==> src/rtl/systmr_pkg.sv <==
package systmr_pkg;
    // Register map of the timer
    localparam int A_CTRL    = 'h00;
    localparam int A_COUNT   = 'h04;
    localparam int CH_BASE   = 'h10;
    localparam int CH_STRIDE = 'h10;
    localparam int OFF_ENA   = 'h0;
    localparam int OFF_FLAG  = 'h4;
    localparam int OFF_CMP   = 'h8;
    // Control field positions
    localparam int CTRL_RUN_BIT = 0;
    localparam int CTRL_FRZ_BIT = 1;
    localparam int CTRL_PS_LSB  = 8;

    function automatic int ch_addr(int idx, int off);
        return CH_BASE + CH_STRIDE * idx + off;
    endfunction
endpackage

==> src/rtl/systmr_count.sv <==
module systmr_count #(
    parameter int DW  = 32,
    parameter int PSW = 8
) (
    input  logic          clk,
    input  logic          rst_n,
    input  logic          run,
    input  logic [PSW-1:0] presc,
    input  logic          restart,
    input  logic          load,
    input  logic [DW-1:0] load_val,
    output logic [DW-1:0] cnt_q,
    output logic [DW-1:0] cnt_nx,
    output logic          cnt_upd
);
    typedef struct packed {
        logic [PSW-1:0] phase;
        logic [DW-1:0]  cnt;
    } cnt_st_t;

    cnt_st_t st_q, st_d;
    logic    step;

    always_comb begin
        st_d = st_q;
        step = 1'b0;
        if (load) begin
            st_d.cnt   = load_val;
            st_d.phase = '0;
        end else if (restart) begin
            st_d.phase = '0;
        end else if (run) begin
            if (st_q.phase == presc) begin
                st_d.phase = '0;
                st_d.cnt   = st_q.cnt + 1'b1;
                step       = 1'b1;
            end else begin
                st_d.phase = st_q.phase + 1'b1;
            end
        end
    end

    always_ff @(posedge clk or negedge rst_n) begin
        if (!rst_n) st_q <= '0;
        else        st_q <= st_d;
    end

    assign cnt_q   = st_q.cnt;
    assign cnt_nx  = st_d.cnt;
    assign cnt_upd = step | load;
endmodule

==> src/rtl/systmr_chan.sv <==
module systmr_chan #(
    parameter int DW = 32
) (
    input  logic          clk,
    input  logic          rst_n,
    input  logic          wr_ena,
    input  logic          wr_flag,
    input  logic          wr_cmp,
    input  logic [DW-1:0] wdata,
    input  logic [DW-1:0] cnt_nx,
    input  logic          cnt_upd,
    output logic          ena,
    output logic          flag,
    output logic [DW-1:0] cmp,
    output logic          irq
);
    typedef struct packed {
        logic          ena;
        logic          flag;
        logic [DW-1:0] cmp;
    } chan_st_t;

    chan_st_t st_q, st_d;
    logic     hit;

    always_comb begin
        st_d = st_q;
        if (wr_ena)            st_d.ena  = wdata[0];
        if (wr_cmp)            st_d.cmp  = wdata;
        if (wr_flag && wdata[0]) st_d.flag = 1'b0;
        // a match event beats a clearing write on the same clock
        hit = st_d.ena && (cnt_upd || wr_cmp) && (cnt_nx == st_d.cmp);
        if (hit) st_d.flag = 1'b1;
    end

    always_ff @(posedge clk or negedge rst_n) begin
        if (!rst_n) st_q <= '0;
        else        st_q <= st_d;
    end

    assign ena  = st_q.ena;
    assign flag = st_q.flag;
    assign cmp  = st_q.cmp;
    assign irq  = st_q.flag & st_q.ena;
endmodule

==> src/rtl/sys_timer.sv <==
module sys_timer
    import systmr_pkg::*;
#(
    parameter int DW  = 32,
    parameter int NCH = 4,
    parameter int AW  = 8,
    parameter int PSW = 8
) (
    input  logic           clk,
    input  logic           rst_n,
    input  logic [AW-1:0]  bus_addr,
    input  logic [DW-1:0]  bus_wdata,
    input  logic           bus_we,
    input  logic           bus_re,
    output logic [DW-1:0]  bus_rdata,
    input  logic           dbg_halt,
    output logic [NCH-1:0] irq
);
    typedef struct packed {
        logic [PSW-1:0] presc;
        logic           frz;
        logic           run;
        logic [DW-1:0]  rdata;
    } top_st_t;

    top_st_t st_q, st_d;

    logic            wr_ctrl, wr_count, counting;
    logic [DW-1:0]   cnt_q, cnt_nx;
    logic            cnt_upd;
    logic [NCH-1:0]  ch_ena, ch_flag, ch_wena, ch_wflag, ch_wcmp;
    logic [DW-1:0]   ch_cmp [NCH];
    logic [NCH*DW-1:0] ch_cmp_flat;
    logic [DW-1:0]   rd_val;

    assign wr_ctrl  = bus_we && (bus_addr == AW'(A_CTRL));
    assign wr_count = bus_we && (bus_addr == AW'(A_COUNT));
    assign counting = st_q.run && !(st_q.frz && dbg_halt);

    systmr_count #(.DW(DW), .PSW(PSW)) u_count (
        .clk      (clk),
        .rst_n    (rst_n),
        .run      (counting),
        .presc    (st_q.presc),
        .restart  (wr_ctrl),
        .load     (wr_count),
        .load_val (bus_wdata),
        .cnt_q    (cnt_q),
        .cnt_nx   (cnt_nx),
        .cnt_upd  (cnt_upd)
    );

    for (genvar g = 0; g < NCH; g++) begin : g_chan
        assign ch_wena[g]  = bus_we && (bus_addr == AW'(ch_addr(g, OFF_ENA)));
        assign ch_wflag[g] = bus_we && (bus_addr == AW'(ch_addr(g, OFF_FLAG)));
        assign ch_wcmp[g]  = bus_we && (bus_addr == AW'(ch_addr(g, OFF_CMP)));
        assign ch_cmp_flat[g*DW +: DW] = ch_cmp[g];

        systmr_chan #(.DW(DW)) u_chan (
            .clk     (clk),
            .rst_n   (rst_n),
            .wr_ena  (ch_wena[g]),
            .wr_flag (ch_wflag[g]),
            .wr_cmp  (ch_wcmp[g]),
            .wdata   (bus_wdata),
            .cnt_nx  (cnt_nx),
            .cnt_upd (cnt_upd),
            .ena     (ch_ena[g]),
            .flag    (ch_flag[g]),
            .cmp     (ch_cmp[g]),
            .irq     (irq[g])
        );
    end

    // Read selection
    always_comb begin
        rd_val = '0;
        if (bus_addr == AW'(A_CTRL)) begin
            rd_val[CTRL_RUN_BIT]              = st_q.run;
            rd_val[CTRL_FRZ_BIT]              = st_q.frz;
            rd_val[CTRL_PS_LSB +: PSW]        = st_q.presc;
        end else if (bus_addr == AW'(A_COUNT)) begin
            rd_val = cnt_q;
        end
        for (int i = 0; i < NCH; i++) begin
            if (bus_addr == AW'(ch_addr(i, OFF_ENA)))  rd_val = {{(DW-1){1'b0}}, ch_ena[i]};
            if (bus_addr == AW'(ch_addr(i, OFF_FLAG))) rd_val = {{(DW-1){1'b0}}, ch_flag[i]};
            if (bus_addr == AW'(ch_addr(i, OFF_CMP)))  rd_val = ch_cmp[i];
        end
    end

    always_comb begin
        st_d = st_q;
        if (wr_ctrl) begin
            st_d.run   = bus_wdata[CTRL_RUN_BIT];
            st_d.frz   = bus_wdata[CTRL_FRZ_BIT];
            st_d.presc = bus_wdata[CTRL_PS_LSB +: PSW];
        end
        if (bus_re) st_d.rdata = rd_val;
    end

    always_ff @(posedge clk or negedge rst_n) begin
        if (!rst_n) st_q <= '0;
        else        st_q <= st_d;
    end

    assign bus_rdata = st_q.rdata;
endmodule

==> config.mk <==
export PLATFORM = sky130hd
export DESIGN_NAME = sys_timer
export DESIGN_NICKNAME = d
export VERILOG_FILES = /design/src/rtl/systmr_pkg.sv /design/src/rtl/systmr_count.sv /design/src/rtl/systmr_chan.sv /design/src/rtl/sys_timer.sv
export SDC_FILE = /design/constraint.sdc
export NUM_CORES = 1
export LEC_CHECK = 0
export ABC_AREA = 1
export BUFFER_PORTS_ARGS = -buffer_cell sky130_fd_sc_hd__buf_2
export CAP_MARGIN = 15
export CORE_MARGIN = 3
export CORE_UTILIZATION = 62
export DETAILED_ROUTE_END_ITERATION = 8
export GPL_TIMING_DRIVEN = 0
export HOLD_SLACK_MARGIN = 0.08
export MAX_ROUTING_LAYER = met4
export PLACE_DENSITY = 0.81
export REMOVE_ABC_BUFFERS = 1
export SLEW_MARGIN = 20
export SYNTH_ARGS = -nofsm -noshare
export SYNTH_HDL_FRONTEND = slang
export SYNTH_SLANG_ARGS = --single-unit
==> constraint.sdc <==
create_clock -name clk -period 2.55 [get_ports clk]
set_input_delay 0.3825 -clock clk [delete_from_list [all_inputs] [get_ports clk]]
set_output_delay 0.3825 -clock clk [all_outputs]
set_load 0.02 [all_outputs]
==> run metrics <==
status=finished with violations; failing checks=negative setup slack; # DRC=0; CP Launch Point=st_q[36]; Worst Path Required=roughly 3.0 ns; first-pass GRT wire length=around 63 mm; fmax=358.5 MHz; Synth area leaders=dfrtp_1, nand2_1, inv_1, o21ai_0, nor2_1; Initial Utilization=0.6343; initial antenna violation count=0; Clock Sinks=about 220; Power Total=around 9.5 mW; max-cap viol count=0; total track usage=0.3376; Final Max Slew Viols=0; gpl congestion=between 0.9 and 1; routed wl met2=19.03 mm; slack of the critical path=-0.2394 ns; dpl hpwl=roughly 24 mm; Synth Area in Adders=0.001865; layout cell share with drive strength beyond 1=0.2032; post-synthesis mux area share=0; Post-Synth XOR/XNOR Area=0.03655; Compound-Gate Fraction of Synth Area=0.1297; max layer used=met4; num ports=81; CTS tree=yes; final period utilization=1.094; RSZ-0062 raised after global routing=yes; floorplan die height=between 150 and 200 µm; post-route antenna net violation count=0; Slowest-stage cell, CP=dfrtp_2; Crit Path Max Fanout=6; Routed WL=a little over 40 mm; met3 WL=~3.7 mm; setup violators final=4; via-per-instance ratio=5.841; yosys warns=0; DR pass1 iterations=5; R2R Path Start=st_q[36]; Hold Path Class=input pin to flip-flop; most frequent cells in the layout=nand2_1, dfrtp_1, inv_1; Worst-Margin Slew=0.8085 ns; FP Rows=53; wire length per cell=roughly 18 µm; largest family of logic cells by synthesized area=simple AND/OR/NAND/NOR gates; Routed met1 length=roughly 16 mm; Mean Syn Cell Area=around 7 µm²; mapped cell area=roughly 0.013 mm²; most frequent cell on the critical path=nand2_1; CP max stage delay=about 0.44 ns; Worst Setup Path Type=flip-flop to flip-flop; clock slew at reported path FFs=0.06 ns; I/O Buffers=80; Leakage=around 7.7 nW; Seq/Total Area, Yosys=0.4066; largest net degree at the start of global routing=100; post-synth top area share=0.4066; commonest non-fill, non-tap cell in the layout=nand2_1; Final Hold Vio Count=0; Tmin final=2.789 ns; Yosys reg bits=approximately 220; root cell of the clock tree=clkbuf_16; nets@finish=approximately 2,000; overflow left after global routing=0; HP Start=bus_wdata[19]; Worst Setup End Kind=flip-flop; Worst EP arrival=around 3.2 ns; Clock Path Buffers=3; Core Util, Final=0.7442; die area=0.02344 mm²; routed vias=between 10,000 and 15,000; Pwr Density=605.7 mW/mm²; worst path cell trace=xor2_1 -> nor2_1 -> nand2_1 -> nor2_4 -> buf_6 -> buf_4 -> nand3_1 -> nand2_1 -> nand2_1 -> nand2_1 -> nand2_2 -> nand2_1 -> nand2_1 -> nor2_2 -> nand3_2 -> nor3_4 -> nand4_1 -> nand2_1; most area-hungry cell type in the Yosys netlist=dfrtp_1; Core Area=about 0.021 mm²; Startpoint Class=flip-flop; vias in the first global route=between 10,000 and 15,000; Area Growth Syn to Fin=17.33%; Clk Latency, worst-skew pair=approximately 0.53 ns; synthesized netlist cell count=1,864; First DRT Iteration DRCs=about 1,300; total CTS buffers=25; Slew HR=0.4610; die width=153.1 µm; Synth Area in Simple Gates=0.3091; synth unique cells=between 40 and 50; CTS H-tree depth=1; Ant. Diodes=0; Layout Skew=0.01347 ns; Max IR drop VDD=~0.44 mV
## worst paths after layout
path                       cells past startpoint                        to  slack [ns]
setup / recovery                              18     g_chan[2].u_chan.flag       -0.24
hold reg to reg                                2              bus_rdata[0]        0.48
hold / removal                                 3  g_chan[3].u_chan.cmp[19]        0.16
setup reg to reg                              18     g_chan[2].u_chan.flag       -0.24
min in group asynchronous                      2             bus_rdata[13]        0.33
max in group asynchronous                      3         u_count.cnt_q[31]        1.40
## per-layer routing
layer  global-route usage  vias up
li1                     -     6112
met1               0.4397     6098
met2               0.5434      658
met3              0.04813      151
met4               0.1218        0
met5                    -        -
## per-stage QoR
stage | std cells | TNS (ns) | worst slack (ns) | hold WS [ns] | cell area (µm²)
floorplan | 1758 | -26.21 | -1.150 | 0.08691 | 12740
global placement | 2113 | -850.94 | -3.432 | 0.4589 | 13480
detailed placement | 2118 | -50.11 | -1.730 | 0.2853 | 13660
CTS | 2203 | -0.3428 | -0.1003 | 0.1447 | 15200
global route | 2229 | -1.182 | -0.3418 | 0.1760 | 15740
finish | 2229 | -0.6797 | -0.2394 | 0.1642 | 15740
## cells by family after synthesis
family          Yosys count
compound gates          304
buf+inv                 338
xor+xnor                 56
fa+ha+maj                 2
flops                   218
simple gates            946
## cell usage after synthesis (all sizes together)
master	number
a21boi	1
a21oi	11
a221oi	24
a31oi	30
buf	72
clkbuf	34
clkinv	1
dfrtp	218
ha	2
inv	231
nand2	580
nand3	116
nand3b	21
nand4	20
nor2	178
nor3	15
nor3b	1
nor4	4
o211ai	3
o21a	9
o21ai	208
o21bai	2
o221ai	7
o22ai	7
o32ai	2
or2	11
xnor2	28
xor2	28
## layout make-up
type	instances	area, µm²
clock buffers	32	681.9
clock inverters	13	121.4
fillers	1554	5410
inverters	232	904.6
multi-input cells	1313	7149
flip-flops and latches	218	5461
well taps	275	344.1
repair buffers	146	1081
## timing repair
action	in CTS	in global routing
endpoints found under the hold margin	35	0
hold buffers	1	0
setup endpoints to repair	44	4
cloned	5	2
gates resized for setup	92	88
buffers inserted	34	25
pin swaps	43	74
## power by group
| group | internal [mW] | switching [mW] |
|---|---|---|
| clock network | 2.09 | 1.51 |
| logic | 0.768 | 1.31 |
| registers | 3.67 | 0.185 |
## critical path, delay by kind of cell (launching register included)
family | cells | cell delay [ns]
xor gates and xnor gates | 1 | 0.17
buffers and inverters | 2 | 0.30
DFF | 1 | 0.44
and+or+nand+nor | 15 | 1.81
## flip-flops by register name, indices dropped and copies added (netlist names)
name	cells
g_chan.u_chan.flag	4
st_q	10
g_chan.u_chan.cmp	128
u_count.cnt_q	32
u_count.st_q	8
bus_rdata	32
g_chan.u_chan.ena	4
Note: power is estimated with default switching activity, not from simulation.
